==> src/rtl/spi_sm_pkg.sv <==
package spi_sm_pkg;
   // control word layout
   localparam int BIT_EN    = 0;
   localparam int BIT_CPOL  = 1;
   localparam int BIT_CPHA  = 2;
   localparam int DIV_LO    = 3;
   localparam int DIV_W     = 3;
   localparam int SS_LO     = 10;
   localparam int SS_W      = 4;
   localparam int BIT_FORCE = 14;
   localparam int BIT_MAN   = 15;
   localparam int BIT_START = 16;
   localparam int CFG_W     = 17;

   typedef enum logic [1:0] {
      ST_IDLE,
      ST_LEAD,
      ST_SHIFT,
      ST_TRAIL
   } eng_state_t;
endpackage

==> src/rtl/spi_sm_fifo.sv <==
module spi_sm_fifo #(
   parameter int W     = 8,
   parameter int DEPTH = 128
) (
   input  logic         clk,
   input  logic         rst_n,
   input  logic         push,
   input  logic [W-1:0] wdata,
   input  logic         pop,
   output logic [W-1:0] rdata,
   output logic         empty,
   output logic         full
);
   localparam int AW   = (DEPTH > 1) ? $clog2(DEPTH) : 1;
   localparam bit POW2 = ((1 << AW) == DEPTH);

   logic [W-1:0]  mem [DEPTH];
   logic [AW-1:0] wp, rp, wp_nx, rp_nx;
   logic [AW:0]   cnt;
   logic          do_push, do_pop;

   assign empty   = (cnt == '0);
   assign full    = (cnt == (AW+1)'(DEPTH));
   assign do_push = push && !full;
   assign do_pop  = pop && !empty;
   assign rdata   = mem[rp];

   generate
      if (POW2) begin : g_wrap_free
         assign wp_nx = wp + 1'b1;
         assign rp_nx = rp + 1'b1;
      end else begin : g_wrap_cmp
         assign wp_nx = (wp == AW'(DEPTH-1)) ? '0 : wp + 1'b1;
         assign rp_nx = (rp == AW'(DEPTH-1)) ? '0 : rp + 1'b1;
      end
   endgenerate

   always_ff @(posedge clk) begin
      if (do_push) mem[wp] <= wdata;
   end

   always_ff @(posedge clk or negedge rst_n) begin
      if (!rst_n) begin
         wp  <= '0;
         rp  <= '0;
         cnt <= '0;
      end else begin
         if (do_push) wp <= wp_nx;
         if (do_pop)  rp <= rp_nx;
         case ({do_push, do_pop})
            2'b10:   cnt <= cnt + 1'b1;
            2'b01:   cnt <= cnt - 1'b1;
            default: cnt <= cnt;
         endcase
      end
   end
endmodule

==> src/rtl/spi_sm_clkdiv.sv <==
module spi_sm_clkdiv #(
   parameter int DIV_W = 3
) (
   input  logic             clk,
   input  logic             rst_n,
   input  logic             run,
   input  logic             restart,
   input  logic [DIV_W-1:0] div_sel,
   output logic             tick
);
   // largest exponent the field can hold sets the counter width
   localparam int CNT_W = (1 << DIV_W) - 1;

   logic [DIV_W-1:0] eff;
   logic [CNT_W:0]   half_last;
   logic [CNT_W:0]   cnt;

   assign eff       = (div_sel == '0) ? DIV_W'(1) : div_sel;
   assign half_last = ((CNT_W+1)'(1) << eff) - 1'b1;
   assign tick      = run && (cnt == half_last);

   always_ff @(posedge clk or negedge rst_n) begin
      if (!rst_n)                 cnt <= '0;
      else if (restart || !run)   cnt <= '0;
      else if (tick)              cnt <= '0;
      else                        cnt <= cnt + 1'b1;
   end
endmodule

==> src/rtl/spi_sm_engine.sv <==
module spi_sm_engine
   import spi_sm_pkg::*;
#(
   parameter int W = 8
) (
   input  logic         clk,
   input  logic         rst_n,
   input  logic         active,
   input  logic         cpol,
   input  logic         cpha,
   input  logic         manual,
   input  logic         start,
   input  logic         tx_avail,
   input  logic [W-1:0] tx_data,
   output logic         tx_pop,
   output logic         rx_push,
   output logic [W-1:0] rx_data,
   input  logic         tick,
   output logic         div_run,
   output logic         div_restart,
   output logic         busy,
   output logic         cs_active,
   output logic         sclk,
   output logic         mosi,
   input  logic         miso
);
   localparam int EDGES = 2 * W;
   localparam int EW    = $clog2(EDGES);

   eng_state_t   state;
   logic [EW-1:0] edge_idx;
   logic [W-1:0]  tx_sr, rx_sr;
   logic          sclk_q, armed;
   logic          decide, go, load;

   assign decide      = (state == ST_IDLE) || (state == ST_TRAIL && tick);
   assign go          = tx_avail && (!manual || armed || start);
   assign load        = active && decide && go;
   assign tx_pop      = load;
   assign rx_push     = active && (state == ST_TRAIL) && tick;
   assign rx_data     = rx_sr;
   assign div_run     = (state != ST_IDLE);
   assign div_restart = load;
   assign busy        = (state != ST_IDLE);
   assign cs_active   = busy;
   assign sclk        = sclk_q;
   assign mosi        = tx_sr[W-1];

   always_ff @(posedge clk or negedge rst_n) begin
      if (!rst_n)                    armed <= 1'b0;
      else if (!active || !manual)   armed <= 1'b0;
      else if (start)                armed <= 1'b1;
      else if (decide && !tx_avail)  armed <= 1'b0;
   end

   always_ff @(posedge clk or negedge rst_n) begin
      if (!rst_n) begin
         state    <= ST_IDLE;
         sclk_q   <= 1'b0;
         edge_idx <= '0;
         tx_sr    <= '0;
         rx_sr    <= '0;
      end else if (!active) begin
         state    <= ST_IDLE;
         sclk_q   <= cpol;
         edge_idx <= '0;
      end else begin
         case (state)
            ST_IDLE: begin
               sclk_q <= cpol;
               if (load) begin
                  tx_sr    <= tx_data;
                  edge_idx <= '0;
                  state    <= ST_LEAD;
               end
            end
            ST_LEAD: begin
               if (tick) state <= ST_SHIFT;
            end
            ST_SHIFT: begin
               if (tick) begin
                  sclk_q   <= ~sclk_q;
                  edge_idx <= edge_idx + 1'b1;
                  if (edge_idx[0] == cpha)
                     rx_sr <= {rx_sr[W-2:0], miso};
                  else if (edge_idx != '0)
                     tx_sr <= {tx_sr[W-2:0], 1'b0};
                  if (edge_idx == EW'(EDGES-1)) state <= ST_TRAIL;
               end
            end
            default: begin
               if (tick) begin
                  if (load) begin
                     tx_sr    <= tx_data;
                     edge_idx <= '0;
                     state    <= ST_LEAD;
                  end else begin
                     state <= ST_IDLE;
                  end
               end
            end
         endcase
      end
   end
endmodule

==> src/rtl/spi_shift_master.sv <==
module spi_shift_master
   import spi_sm_pkg::*;
#(
   parameter int FIFO_DEPTH = 128,
   parameter int WORD_W     = 8
) (
   input  logic              clk,
   input  logic              rst_n,
   input  logic              run_en,
   input  logic [16:0]       cfg_word,
   input  logic              tx_push,
   input  logic [WORD_W-1:0] tx_byte,
   output logic              tx_full,
   output logic              tx_empty,
   input  logic              rx_pop,
   output logic [WORD_W-1:0] rx_byte,
   output logic              rx_empty,
   output logic              busy,
   output logic              sclk,
   output logic              mosi,
   input  logic              miso,
   output logic [3:0]        ss_n
);
   generate
      if (WORD_W < 2)     begin : g_bad_word  $error("WORD_W must be at least 2"); end
      if (FIFO_DEPTH < 2) begin : g_bad_depth $error("FIFO_DEPTH must be at least 2"); end
      if (CFG_W != 17)    begin : g_bad_cfg   $error("control word layout mismatch"); end
   endgenerate

   logic              active, tick, div_run, div_restart, cs_active;
   logic              tx_pop, rx_push;
   logic [WORD_W-1:0] tx_head, rx_word;
   logic [SS_W-1:0]   ss_field;
   logic              unused_cfg_bits;

   assign active          = run_en && cfg_word[BIT_EN];
   assign ss_field        = cfg_word[SS_LO +: SS_W];
   assign unused_cfg_bits = ^cfg_word[SS_LO-1:DIV_LO+DIV_W];

   spi_sm_fifo #(.W(WORD_W), .DEPTH(FIFO_DEPTH)) u_txq (
      .clk(clk), .rst_n(rst_n),
      .push(tx_push), .wdata(tx_byte),
      .pop(tx_pop), .rdata(tx_head),
      .empty(tx_empty), .full(tx_full)
   );

   logic rx_full_unused;
   spi_sm_fifo #(.W(WORD_W), .DEPTH(FIFO_DEPTH)) u_rxq (
      .clk(clk), .rst_n(rst_n),
      .push(rx_push), .wdata(rx_word),
      .pop(rx_pop), .rdata(rx_byte),
      .empty(rx_empty), .full(rx_full_unused)
   );

   spi_sm_clkdiv #(.DIV_W(DIV_W)) u_div (
      .clk(clk), .rst_n(rst_n),
      .run(div_run), .restart(div_restart),
      .div_sel(cfg_word[DIV_LO +: DIV_W]),
      .tick(tick)
   );

   spi_sm_engine #(.W(WORD_W)) u_eng (
      .clk(clk), .rst_n(rst_n),
      .active(active),
      .cpol(cfg_word[BIT_CPOL]), .cpha(cfg_word[BIT_CPHA]),
      .manual(cfg_word[BIT_MAN]), .start(cfg_word[BIT_START]),
      .tx_avail(!tx_empty), .tx_data(tx_head), .tx_pop(tx_pop),
      .rx_push(rx_push), .rx_data(rx_word),
      .tick(tick), .div_run(div_run), .div_restart(div_restart),
      .busy(busy), .cs_active(cs_active),
      .sclk(sclk), .mosi(mosi), .miso(miso)
   );

   generate
      for (genvar i = 0; i < SS_W; i++) begin : g_sel
         assign ss_n[i] = (cfg_word[BIT_FORCE] || cs_active) ? ss_field[i] : 1'b1;
      end
   endgenerate
endmodule

==> config.mk <==
export PLATFORM = sky130hd
export DESIGN_NAME = spi_shift_master
export DESIGN_NICKNAME = d
export VERILOG_FILES = /design/src/rtl/spi_sm_pkg.sv /design/src/rtl/spi_sm_fifo.sv /design/src/rtl/spi_sm_clkdiv.sv /design/src/rtl/spi_sm_engine.sv /design/src/rtl/spi_shift_master.sv
export SDC_FILE = /design/constraint.sdc
export NUM_CORES = 2
export LEC_CHECK = 0
export BUFFER_PORTS_ARGS = -buffer_cell sky130_fd_sc_hd__buf_2
export CAP_MARGIN = 20
export CORE_MARGIN = 2
export CORE_UTILIZATION = 38
export DETAILED_ROUTE_END_ITERATION = 16
export SLEW_MARGIN = 30
export SYNTH_ARGS = -nofsm -noshare
export SYNTH_HDL_FRONTEND = slang
export SYNTH_SLANG_ARGS = --single-unit
==> constraint.sdc <==
create_clock -name clk -period 4.85 [get_ports clk]
set_input_delay 0.97 -clock clk [delete_from_list [all_inputs] [get_ports clk]]
set_output_delay 0.97 -clock clk [all_outputs]
set_load 0.03 [all_outputs]
* Yosys cells after proc, flatten, opt, wreduce, memory -nomap -nowiden *
Memories as Yosys holds them, arrays and structs flattened.
Index checks and enable logic that the tools add are counted.

word-level totals
  bits in registers = 76
  bits in writable memories = 2,048
  input port bits = 31
  logic and storage cells = 130
  memories kept = 2

memory list
  name       words  bits a word  rd ports  clocked after Yosys merged registers in  write ports  RTL line           RTL
  u_rxq.mem  128    8            1         0                                        1            spi_sm_fifo.sv:17  logic [W-1:0] mem [DEPTH];
  u_txq.mem  128    8            1         0                                        1            spi_sm_fifo.sv:17

operators by class
  add/sub/neg operators = 11
  eq/ne operators = 22
  shifts and indexed selects = 1
  muxes and demuxes = 38
  bitwise logic cells = 2
  reduce and logical (&&, ||, !) cells = 41

operator list
  kind                 count
  $mux 8               7
  $pmux 8 s2           2
  $add 7x1->7 const B  4
  $add 8x1->8 const B  3
  $pmux 8 s3           1
  $sub 8x1->8 const B  3
  $ne 3x3->1 const B   6
  $eq 8x8->1 const B   2
  $logic_not 8->1      2
  $mux 4               4
  $mux 1               14
  $logic_and 1x1->1    13
  $mux 2               6
  $pmux 4 s3           1
  $eq 2x2->1 const B   4
  $eq 8x8->1           1
  $reduce_bool 2->1    4
  $shl 1x3->8 const A  1
  $logic_not 1->1      7
  $eq 2x1->1 const B   3
  $logic_or 1x1->1     6
  $pmux 2 s3           1
  $reduce_and 6->1     1
  $reduce_and 5->1     1
  other kinds (15)     18

* Logic depth before layout (Yosys ltp) *
  word-level depth = 14
  mapped depth = 19
  gate-level depth less buffers = 18

* Modules after synthesis *
From an unflattened synthesis, not the netlist that was laid out.

unflattened totals
  cells, all modules = 4,263
  area total of the unflattened synthesis = 83,854.2 um^2

by module, submodules not included
  module                instances  cells each  area an instance (um^2)
  spi_sm_fifo at u_txq  1          2,024       40,990.6
  spi_sm_fifo at u_rxq  1          2,052       40,856.7
  spi_sm_engine         1          124         1,398.8
  spi_sm_clkdiv         1          57          568.0
  spi_shift_master      1          6           40.0

* Worst setup path after synthesis *
No wires, ideal clock.

  path kind = in2reg
  start = in cfg_word[4]
  end = reg u_rxq.cnt[7]
  arrival = 4.743 ns
  path slack = 0.028 ns
  cell stages on the path = 18
  path buffers = 1
  cell sequence = or2_2 -> ha_1 -> xor2_1 -> nand3_1 -> a211oi_2 -> inv_1 -> nor4_2 -> buf_2 -> inv_1 -> ha_1 -> ha_1 -> a21o_1 -> a21oi_1 -> o21bai_1 -> a2111o_1 -> and3_1 -> nor3_1 -> xor2_1

on the way
  word-level cells in the longest chain between the ends = 10
  elaborated cells between the ends (all ways) = 12
  classes of those cells = add/sub (1); eq/ne (3); shift (1); mux (2); reduce/logical (5)

ends and longest elaborated chain
  item                                                    RTL line                RTL
  start, declared                                         spi_shift_master.sv:10  input logic [16:0] cfg_word,
  $logic_not 3->1                                         spi_sm_clkdiv.sv:18     assign eff = (div_sel == '0) ? DIV_W'(1) : div_sel;
  $mux 3 (*)                                              spi_sm_clkdiv.sv:18
  $shl 1x3->8 (*)                                         spi_sm_clkdiv.sv:19     assign half_last = ((CNT_W+1)'(1) << eff) - 1'b1;
  $sub 8x1->8 (*)                                         spi_sm_clkdiv.sv:19
  $eq 8x8->1 (*)                                          spi_sm_clkdiv.sv:20     assign tick = run && (cnt == half_last);
  $logic_and 1x1->1 (*)                                   spi_sm_clkdiv.sv:20
  $logic_and 1x1->1 (*)                                   spi_sm_engine.sv:40     assign rx_push = active && (state == ST_TRAIL) && tick;
  $logic_and 1x1->1 (*)                                   spi_sm_fifo.sv:24       assign do_push = push && !full;
  $eq 2x1->1 / $eq 2x2->1 (equally long branches)         spi_sm_fifo.sv:50       case ({do_push, do_pop})
  $pmux 8 s2 / $reduce_bool 2->1 (equally long branches)  --
  end signal, assigned                                    spi_sm_fifo.sv:51       2'b10: cnt <= cnt + 1'b1;
  end signal, assigned                                    spi_sm_fifo.sv:52       2'b01: cnt <= cnt - 1'b1;
  end signal, assigned                                    spi_sm_fifo.sv:53       default: cnt <= cnt;
  end, declared                                           spi_sm_fifo.sv:19       logic [AW:0] cnt;

Mark *: on every way between the ends. The rest lies on a longest branch, timed or not.
A chain may end at the register's enable or synchronous reset.

* Final worst setup path *
  start = reg u_rxq.rp[0]
  end = out rx_byte[4]

on the way
  word-level cells in the longest chain between the ends = 1

ends and longest elaborated chain
  item                    RTL line                RTL
  start, declared         spi_sm_fifo.sv:18       logic [AW-1:0] wp, rp, wp_nx, rp_nx;
  start signal, assigned  spi_sm_fifo.sv:49       if (do_pop) rp <= rp_nx;
  $mem_v2 128x8           --
  end, declared           spi_shift_master.sv:16  output logic [WORD_W-1:0] rx_byte,

Every way passes these cells.

==> metrics.yaml <==
clock_tree:
  htreeDepth: 4
  clockBufferDepth: 3
  clk_pin_slew_ns: 0.07
  clock-sinks: 2124
  clock_latency_ns: 0.82
  numCtsBuffers: 206
  cts_tree: "done"
  cts-root-buf: "clkbuf_16"
logic_synthesis:
  syn_area_um2: 83270
  synth-async-reset-ratio: 0.03578
  syn-num-nets: 3923
  syn_avg_cell_area_um2: 21.56
  synth_edf_count: 2048
  netlist-cell-type-count: 65
  ys.flop_type: "edfxtp_1"
  synth_seq_cells: 2124
  synthCells: 3863
  ys_seq_area_frac: 0.7614
  ys.warnings.count: 0
critical_path:
  cpPeakStageDelay_ns: 0.56
  cp_common_cell: "mux4_2"
  cpMaxStageDelayCell: "mux4_2"
  cp-end-kind: "primary output"
  timing.critical_path.buf_inv: 4
  critPathArrivalTime_ns: 3.88
  required_ns: 3.88
  r2r_slack_ns: 0.76
  startpoint_type: "flop"
  critPathTopFamily: "multiplexers"
  crit_chain: "buf_12, buf_16, buf_12, mux4_2, mux4_2, mux4_2, mux2_4, buf_6"
  crit_type: "reg -> out"
  crit_fanout: 7
sta:
  slew_viol_final: 0
  period_share: 1.000
  tightest_slew_ns: 1.056
  final_hold_viol_count: 0
  finalWorstSetupSlack_ns: -0.001724
  fmax_mhz: 206.1
  finalCriticalPeriod_ns: 4.852
  rsz0062_at_grt: "true"
  slew_headroom: 0.2936
  finClkSkew_ns: 0.02918
  tns_ns: -0.002559
  setup_viol: 2
routing:
  route.top_layer_used: "met5"
  ant_nets: 0
  num_vias: 39982
  drtIter0Drc: 4051
  wl_um: 196600
  wl_per_cell_um: 27.01
  met3WireLength_um: 11220
  m1WireLength_um: 84230
  via_per_inst: 5.493
  drc: 0
  wl_met2_um: 96650
  firstDrtPassIters: 7
place:
  placed_cell_area_um2: 88810
  place_congestion: 0.8251
  hpwl_um: 120300
  dp.cells: 6845
  portBuffers: 44
power:
  power.leakage_nw: 30.64
  ir_drop_v: 0.0004310
  pwr_density_cell_nw_per_um2: 495.1
  p_total_mw: 47.74
floorplanning:
  coreArea_um2: 217600
  ioPinCount: 49
  die_w_um: 472.1
  die_area_um2: 222900
  die_y_um: 472.1
  row_count: 171
  start_util: 0.3827
final_layout:
  drive_gt1_frac: 0.3013
  stdcell_area_um2: 96410
  final_cells: 7279
  final_common_cell: "edfxtp_1"
  syn_to_final_growth_pct: 15.78
  post-route-util: 0.4431
  final_cell_mix: "edfxtp_1 (2,048), mux4_2 (588), nor2_1 (309)"
  final_nets: 4310
grt:
  antenna_found_initial: 4
  grt_use_total: 0.1751
  grt_max_degree: 97
  grt_pass1_vias: 40569
  grt_first_pass_wirelength_um: 287300
  overflow: 0
hold_path:
  hold_path_class: "in -> async"
job:
  maxCapViolations: 0
run_status:
  status: "complete, but fails checks"
  violations: "setup timing"
-- cell families after synthesis --
logic type               share of synthesized area
other                                   0.00004503
AND/OR/NAND/NOR                            0.02856
adder cells (fa/ha/maj)                   0.004538
multiplexers                                0.1721
buffers and inverters                      0.01192
XOR/XNOR                                  0.005259
AO/OA/AOI/OAI                              0.01620
flip-flops                                  0.7614
-- state kept, by name, summed over array words and instances (netlist names) --
signal / cells
u_txq.cnt: 8
u_eng.state: 2
u_txq.wp: 7
u_rxq.mem: 1024
u_eng.rx_data: 8
u_rxq.rp: 7
u_txq.mem: 1024
u_eng.tx_sr: 8
u_rxq.wp: 7
u_eng.sclk: 1
u_eng.edge_idx: 4
u_div.cnt: 8
u_rxq.cnt: 8
u_eng.armed: 1
u_txq.rp: 7
-- per-layer routing --
layer  vias up  global-route usage
met2      1289              0.2850
met4         2             0.04449
met3       267             0.02810
met1     21502              0.2469
li1      16922                   -
met5         -                   0
-- path summary, 6_finish.rpt --
check	start	end	cells after the start
max in group asynchronous	rst_n	u_txq.rp[1]	2
worst min-delay path	rst_n	u_rxq.rp[3]	1
min in group clk	miso	u_eng.rx_data[0]	2
worst max register to register	u_txq.cnt[5]	u_txq.cnt[7]	13
worst min register to register	u_txq.cnt[7]	u_txq.cnt[7]	1
worst max-delay path	u_rxq.rp[0]	rx_byte[4]	8
-- worst reg2reg max path: stages (launching register included) --
cell and delay (ns):
dfrtp_1 0.40, nor4_1 0.42, nand4b_1 0.54, and2_1 0.40, inv_1 0.26, ha_1 0.25
buf_4 0.17, ha_1 0.27, a21oi_1 0.21, o21bai_1 0.13, a2111o_1 0.43, and3_1 0.17
nor3_1 0.22, xor2_1 0.16
-- layout make-up --
type	count	area, µm²
Fill cell	18189	121200
Sequential cell	2124	63460
Multi-Input combinational cell	1508	18950
Clock buffer	271	5629
Timing Repair Buffer	388	3671
Tap cell	2854	3571
Clock inverter	111	1042
Inverter	22	83.83
Antenna cell	1	2.502
-- power breakdown --
part	total [mW]	internal, mW	switching (mW)
logic	10.9	5.18	5.73
clock network	15.9	9.07	6.85
registers	20.9	20.3	0.606
-- per-stage QoR --
step | hold WS [ns] | worst slack (ns)
after floorplan | 0.4553 | 0.02799
after CTS | 0.1578 | -0.08975
after detailed placement | 0.4786 | 0.03357
after global routing | 0.1840 | -0.08654
final | 0.1887 | -0.001724
after global placement | 0.4796 | 0.09537
-- cells in the mapped netlist, types with 7 or more instances --
cell | n | area share
a22oi_1 | 16 | 0.0014
nand3_1 | 43 | 0.0026
or2_2 | 7 | 0.00053
ha_1 | 27 | 0.0041
edfxtp_1 | 2048 | 0.74
a21oi_1 | 28 | 0.0017
mux4_2 | 588 | 0.16
xnor2_1 | 29 | 0.0031
and3_1 | 11 | 0.00083
o21ai_0 | 30 | 0.0018
buf_4 | 11 | 0.00099
dfrtp_1 | 76 | 0.023
o22ai_1 | 15 | 0.0011
and2_1 | 7 | 0.00053
nand2b_1 | 8 | 0.00060
a31oi_1 | 13 | 0.00098
buf_2 | 61 | 0.0037
nor4_1 | 9 | 0.00068
nand4_1 | 12 | 0.00090
inv_1 | 21 | 0.00095
a221oi_1 | 34 | 0.0036
o211ai_1 | 7 | 0.00063
xor2_1 | 21 | 0.0022
nor3_1 | 9 | 0.00054
nor2_1 | 317 | 0.014
mux2i_1 | 84 | 0.010
clkbuf_1 | 107 | 0.0048
buf_1 | 29 | 0.0013
nor2b_1 | 26 | 0.0020
mux2_2 | 22 | 0.0030
nand2_1 | 78 | 0.0035
-- timing repair --
item | in CTS | in global routing
setup buffers | 22 | 18
cloned | 7 | 3
hold buffers | 0 | 0
setup endpoints to repair | 8 | 8
pin swaps | 0 | 1
resized for setup | 37 | 16
Note: power is estimated with default switching activity, not from simulation.
